`src/rtl/boot_stage_ctrl.sv`:
```
module boot_stage_ctrl #(
  parameter logic [15:0] HW_REV_ID = 16'h0104
) (
  input  logic        clk,
  input  logic        rst_n,
  input  logic        cmd_we,
  input  logic        feat_we,
  input  logic [15:0] wr_data,
  input  logic        s1_unverified,
  input  logic        wp_off,
  input  logic        ext_unverified,
  input  logic        ecc_err_set,
  input  logic [31:0] fw_version,
  input  logic [15:0] feat0_result,
  input  logic [15:0] feat1_result,
  input  logic [3:0]  rd_sel,
  output logic [15:0] rd_data,
  output logic [1:0]  stage,
  output logic [2:0]  bank_erased
);

  localparam logic [1:0] ST_S0  = 2'd0;
  localparam logic [1:0] ST_S1  = 2'd1;
  localparam logic [1:0] ST_APP = 2'd2;

  localparam logic [1:0] FLT_NONE = 2'd0;
  localparam logic [1:0] FLT_SIG  = 2'd1;
  localparam logic [1:0] FLT_ECC  = 2'd2;
  localparam logic [1:0] FLT_NVER = 2'd3;

  logic [1:0]  stage_q;
  logic [1:0]  fault_q;
  logic [15:0] feat_q;
  logic [2:0]  ready_q;
  logic [2:0]  erased_q;
  logic        ecc_q;

  always_ff @(posedge clk) begin
    if (!rst_n) begin
      stage_q  <= ST_S0;
      fault_q  <= FLT_NONE;
      feat_q   <= '0;
      ready_q  <= 3'b001;
      erased_q <= '0;
      ecc_q    <= 1'b0;
    end else begin
      ecc_q <= ecc_q | ecc_err_set;
      if (feat_we) feat_q <= wr_data;
      if (cmd_we) begin
        if (wr_data[0]) begin
          stage_q <= ST_S0;
          ready_q <= 3'b001;
          fault_q <= FLT_NONE;
          feat_q  <= '0;
        end else if (wr_data[1]) begin
          if (stage_q == ST_S0) begin
            if (s1_unverified && !wp_off) begin
              fault_q <= FLT_SIG;
            end else if (ecc_q) begin
              fault_q <= FLT_ECC;
              ecc_q   <= ecc_err_set;
            end else begin
              stage_q <= ST_S1;
              ready_q <= 3'b110;
            end
          end
        end else if (wr_data[2]) begin
          if (stage_q == ST_S1) begin
            if (ext_unverified) begin
              fault_q <= FLT_NVER;
            end else begin
              stage_q <= ST_APP;
              ready_q <= 3'b000;
            end
          end
        end else if (wr_data[3]) begin
          if (stage_q == ST_S0) erased_q[0] <= 1'b1;
        end else if (wr_data[4]) begin
          if (stage_q == ST_S1) erased_q[2:1] <= 2'b11;
        end
      end
    end
  end

  logic [15:0] status_w;
  assign status_w = {9'd0, !wp_off, wp_off, stage_q == ST_APP, stage_q == ST_S1,
                     stage_q == ST_S0, fault_q != FLT_NONE, 1'b1};

  always_comb begin
    case (rd_sel)
      4'd0:    rd_data = status_w;
      4'd1:    rd_data = {13'd0, ready_q};
      4'd2:    rd_data = {14'd0, fault_q};
      4'd3:    rd_data = (stage_q == ST_S0) ? HW_REV_ID : 16'h0000;
      4'd4:    rd_data = (stage_q == ST_S1) ? fw_version[31:16] : 16'hFFFF;
      4'd5:    rd_data = (stage_q == ST_S1) ? fw_version[15:0] : 16'hFFFF;
      4'd6:    rd_data = feat_q[0] ? feat0_result : 16'h0000;
      4'd7:    rd_data = feat_q[1] ? feat1_result : 16'h0000;
      default: rd_data = 16'h0000;
    endcase
  end

  assign stage       = stage_q;
  assign bank_erased = erased_q;


  ready_match_chk: assert property (@(posedge clk) disable iff (!rst_n)
    ready_q == ((stage_q == ST_S0) ? 3'b001 : (stage_q == ST_S1) ? 3'b110 : 3'b000));


  stage_hold_chk: assert property (@(posedge clk) disable iff (!rst_n)
    !cmd_we |=> $stable(stage_q));


  fault_hold_chk: assert property (@(posedge clk) disable iff (!rst_n)
    !cmd_we |=> $stable(fault_q));


  erased_sticky_chk: assert property (@(posedge clk) disable iff (!rst_n)
    1'b1 |=> ((erased_q & $past(erased_q)) == $past(erased_q)));


  no_skip_app_chk: assert property (@(posedge clk) disable iff (!rst_n)
    (stage_q == ST_S0) |=> (stage_q != ST_APP));


  status_ok_chk: assert property (@(posedge clk) disable iff (!rst_n)
    (rd_sel == 4'd0) |-> (rd_data[0] && $onehot(rd_data[4:2]) && (rd_data[5] != rd_data[6])));

endmodule

```
`config.mk`:
```
export PLATFORM = sky130hd
export DESIGN_NAME = boot_stage_ctrl
export DESIGN_NICKNAME = d
export VERILOG_FILES = /design/src/rtl/boot_stage_ctrl.sv
export SDC_FILE = /design/constraint.sdc
export NUM_CORES = 1
export LEC_CHECK = 0
export ABC_CLOCK_PERIOD_IN_PS = 2200
export BUFFER_PORTS_ARGS = -buffer_cell sky130_fd_sc_hd__buf_2
export CORE_MARGIN = 5
export CORE_UTILIZATION = 37
export DETAILED_ROUTE_END_ITERATION = 7
export GPL_ROUTABILITY_DRIVEN = 0
export PLACE_DENSITY_LB_ADDON = 0.25
export SYNTH_ARGS = -nofsm -noshare
export SYNTH_HDL_FRONTEND = slang
export SYNTH_SLANG_ARGS = --single-unit
```
`constraint.sdc`:
```
create_clock -name clk -period 2.2 [get_ports clk]
set_input_delay 0.33 -clock clk [delete_from_list [all_inputs] [get_ports clk]]
set_output_delay 0.33 -clock clk [all_outputs]
set_load 0.03 [all_outputs]
```
After elaboration in Yosys (flattened, before gate mapping)
Index checks and enable logic that the tools add are counted.
{ "totals": {"wordCells": 77, "out_inout_bits": 21, "inputBits": 92, "register_bits": 26} }
{ "op_classes": {"bitwise": 5, "reduce_logical": 12, "n_eq_ne": 14, "n_mux": 39} }
{ "ops": {"columns": ["op", "n"], "rows": [
  ["$pmux 16 s8", 1],
  ["$mux 16", 7],
  ["$mux 2", 16],
  ["$mux 3", 8],
  ["$eq 4x3->1 const B", 4],
  ["$reduce_and 7->1", 2],
  ["$reduce_and 6->1", 2],
  ["$mux 9", 1],
  ["$ne 3x3->1 const B", 3],
  ["$reduce_bool 3->1", 3],
  ["$eq 4x2->1 const B", 2],
  ["$mux 1", 6],
  ["$eq 4x1->1 const B", 1],
  ["$logic_not 4->1", 1],
  ["$ne 4x2->1 const B", 1],
  ["$not 1->1", 4],
  ["$ne 3x2->1 const B", 1],
  ["$eq 2x1->1 const B", 1],
  ["$eq 2x2->1 const B", 1],
  ["$logic_not 2->1", 1],
  ["$reduce_bool 2->1", 1],
  ["$logic_and 1x1->1", 1],
  ["$logic_not 1->1", 1],
  ["$or 1x1->1", 1]
]} }

Longest topological paths before layout
{ "logic_depth": {"word_depth": 7, "ltp_mapped": 7, "depth_no_buf": 4} }

Worst setup path after synthesis
OpenSTA, ideal clock, no wires.
{ "synth_path": {"path_type": "register to output", "from": "reg stage_q[1] (netlist: stage[1])", "to": "out rd_data[3]", "t_arrival_ps": 1761, "path_stages_with_launch": 7, "n_path_buf": 3, "path_slack_ps": 109, "t_required_ps": 1870, "cell_sequence": "dfxtp_1 -> buf_2 -> nand2b_1 -> buf_2 -> clkbuf_1 -> o221ai_1 -> a221o_1"} }
{ "synth_via": {"elab_chain_cells": 3, "word_cells_on_any_way": 4, "classes_between": "eq/ne: 1; mux: 3"} }
{ "synth_rtl": {"columns": ["element", "line_no", "text"], "rows": [
  ["start: declaration", "31", "logic [1:0] stage_q;"],
  ["start signal: assignment", "40", "stage_q <= ST_S0;"],
  ["start signal: assignment", "51", "stage_q <= ST_S0;"],
  ["start signal: assignment", "63", "stage_q <= ST_S1;"],
  ["$eq 2x1->1 (*)", "86, 95, 96", null],
  ["$mux 16, on equally long branches", "96, 95", null],
  ["$pmux 16 s8 (*)", "90", "case (rd_sel)"],
  ["end: declaration", "17", "output logic [15:0] rd_data,"]
]} }
Mark *: on every way between the ends. The rest lies on a longest branch, timed or not.

Worst setup path after layout
{ "layout_path": {"from": "reg stage_q[1] (netlist: stage[1])", "to": "out rd_data[1]"} }
{ "layout_via": {"elab_chain_cells": 3, "word_cells_on_any_way": 4, "classes_between": "eq/ne: 1; mux: 3"} }
{ "layout_rtl": {"columns": ["element", "line_no"], "rows": [
  ["$eq 2x1->1 (*)", "95, 96"],
  ["$mux 16, on equally long branches", "96, 95"],
  ["$pmux 16 s8 (*)", "90"]
]} }
Marked as above.

==> metrics.md <==
| Metric | Value |
|---|---|
| Via/cell ratio | `5.265` |
| Drt pass-1 iters | `4` |
| CP max stage cell | `dfxtp_1` |
| Area delta synth->final | `50.80%` |
| FF+latch count, synth | `10` |
| Clock Power Share | `21.6%` |
| Row count | `20` |
| Root Driver | `clkbuf_4` |
| Dpl ws | `186.2 ps` |
| Met2 Track Usage GR | `33.33%` |
| Setup slack after layout | `101.1 ps` |
| Worst hold slack | `274.3 ps` |
| Die extent in y | `66.23 um` |
| Drt drc | `0` |
| Crit path capture type | `output pin` |
| Number of global-route vias before repair | `1427` |
| # nets final | `363` |
| GR Layer Usage met1 | `20.10%` |
| Antenna viol nets, final | `0` |
| Post-Syn Area | `1170 sq um` |
| Resize count post-CTS | `0` |
| CP max stage delay | `320 ps` |
| Post-CTS Setup Inserts | `0` |
| Seq pwr share | `34.9%` |
| Status | `complete, no violations` |
| CP Cell Sequence | `buf_4 -> nor2b_1 -> nand2b_1 -> a221o_1 -> a221o_1 -> buf_2` |
| Clock Sinks | `10` |
| Yosys warns | `0` |
| Post-synth net total | `261` |
| Comb pwr share | `43.5%` |
| Setup Total Neg Slack | `0 ps` |
| Final Hold Fails | `0` |
| Grt peak-use layer | `met2` |
| Setup Skew | `1.113 ps` |
| # port buffers | `101` |
| Synthesized area per cell | `6.922 sq um` |
| Worst-margin pin slew | `379.2 ps` |
| CTS tree | `built` |
| Layout cells sized above 1 | `43.87%` |
| Via count | `1648` |
| Asr flop ratio synth | `0%` |
| First-pass GRT wire length | `6265 um` |
| Post-Route Utilization | `57.79%` |
| Post-synth EDFFs | `0` |
| Hold crit path type | `input port to register` |
| Worst-skew pair later-pin latency | `260 ps` |
| Switching share of total power | `34.38%` |
| Num CTS Buffers | `3` |
| Initial antenna violation count | `0` |
| Die width | `66.23 um` |
| Distinct cells, synth | `41` |
| Worst Path Class, Setup | `register to output pin` |
| DPL Wire Length | `3651 um` |
| Final Non-Filler Cells | `313` |
| Crit-path max FO | `8` |
| Max Cap Viol | `0` |
| Max-slew violations | `0` |
| IO Pins | `113` |
| Initial core utilization | `38.32%` |
| Critical Path AT | `1770 ps` |
| Tot GR Track Use | `17.82%` |
| Drt wl/cell | `13.69 um` |
| Detailed Route Iter0 Violations | `90` |
| Core area | `3053 sq um` |
| Slew headroom | `74.65%` |
| Clock Pin Slew Worst Setup and Hold Paths | `60 ps` |
| Synth area leader | `dfxtp_1` |
| Seq/Total Area, Yosys | `17.11%` |
| Main area contributors after synthesis | `dfxtp_1 17%, o21ai_0 11%, a221o_1 10%, nor2_1 6.4%, buf_2 3.9%` |
| Post-synth top cells | `25 x o21ai_0, 20 x nor2_1, 12 x a221o_1, 10 x dfxtp_1, 10 x nand2_1` |
| Pin count of the biggest net entering global routing | `15` |
| Met3 usage | `3.741%` |
| Count leader, synth | `o21ai_0` |
| Delay-heaviest family, CP | `compound AO/OA/AOI/OAI gates` |
| Max rail drop VDD | `362.2 uV` |
| Net Sw Power | `188.7 uW` |
| Startpoint type of the worst setup path | `register` |
| Routed WL | `4285 um` |
| CP bufs+invs | `2` |
| LEAKAGE | `0.0008847 uW` |
| Clock Path Buffers | `2` |
| Synth Flop Type | `dfxtp_1` |
| H-tree Lvls | `1` |
| FF+latch area | `200.2 sq um` |
| Hold-fix buffers, CTS | `0` |
| Filler instances | `332` |
| Crit share post-route | `95.40%` |
| Die area | `4386 sq um` |
| CP dominant cell by count | `a221o_1` |
| Period minus WS final | `2099 ps` |
| Worst endpoint required time | `1870 ps` |
| Cells after synthesis | `169` |
| Multi-input gate area | `868.3 sq um` |
| GRT overflow | `0` |
| Placed cells | `310` |
| Internal cell power | `360.1 uW` |
| Setup violators final | `0` |
| # diodes | `0` |
| RSZ-0062 raised after global routing | `no` |
| Share of the synthesized area in the top cell type | `17.11%` |
| Pwr dens | `311.1 nW/um^2` |
| Fmax | `0.4764 GHz` |
placed cells by master, fill, tap and decap left out, types with 2 or more instances in the layout:
| cell | count |
|---|---|
| o221ai_1 | 2 |
| clkbuf_4 | 3 |
| o31a_1 | 2 |
| and4b_1 | 2 |
| buf_2 | 101 |
| nand3_1 | 2 |
| nor4_1 | 3 |
| mux2i_1 | 2 |
| nor2b_1 | 7 |
| nand2_1 | 10 |
| o211ai_1 | 2 |
| nand2b_1 | 6 |
| nor3_1 | 2 |
| a21oi_1 | 5 |
| o21ai_0 | 25 |
| dfxtp_1 | 10 |
| nand4_1 | 4 |
| inv_1 | 6 |
| nor2_1 | 20 |
| a31oi_1 | 3 |
| o21a_1 | 3 |
| a221o_1 | 12 |
| buf_4 | 12 |
| a22oi_1 | 5 |
| nand3b_1 | 4 |
worst reg2reg max path, cell delays in order (launching register included):
cell	delay, ps
dfxtp_1	380
buf_4	190
nor2_1	70
buf_4	150
a22oi_1	290
nor4_1	100
a311o_1	280
state kept, by name (all words and copies together) (netlist names):
| register | flops |
|---|---|
| bank_erased | 2 |
| ecc_q | 1 |
| stage | 2 |
| ready_q | 1 |
| fault_q | 2 |
| feat_q | 2 |
path summary, 6_finish.rpt:
| path | to | slack [ps] | from | depth (start not counted) |
|---|---|---|---|---|
| setup / recovery | rd_data[1] | 100 | stage[1] | 6 |
| hold / removal | ecc_q | 270 | ecc_err_set | 2 |
| setup reg to reg | stage[0] | 640 | stage[0] | 6 |
| hold reg to reg | ready_q[0] | 480 | ready_q[0] | 1 |
layout make-up:
cell class / count / area share (%)
Multi-Input combinational cell: 137 / 49.22
Timing Repair Buffer: 113 / 33.76
Sequential cell: 10 / 11.35
Tap cell: 44 / 3.121
Inverter: 6 / 1.277
Clock buffer: 3 / 1.277
per-layer routing:
layer  share of wire, %  vias up
met5                  0        -
li1                   -      848
met3                 11        2
met1                 38      724
met4               0.72        0
met2                 50       74
metrics by stage:
stage	total power, uW	area (sq um)
floorplan	321.0	1170
global placement	431.9	1742
detailed placement	434.4	1742
CTS	558.4	1764
global route	591.5	1764
finish	548.8	1764
power groups by stage:
stage               clock network, uW  logic (uW)  registers, uW
floorplan                           0         126            195
CTS                               127         240            191
finish                            119         239            191
global placement                    0         237            195
global route                      139         261            192
detailed placement                  0         239            195
cells by family (layout without fill, tap and decap cells):
group | Yosys count | in the layout | synth area share (%)
flops | 10 | 10 | 17.11
simple gates | 64 | 64 | 29.63
compound gates | 71 | 71 | 42.89
buf+inv | 22 | 122 | 8.662
mux | 2 | 2 | 1.711
Power figures use the tool's default switching activity.
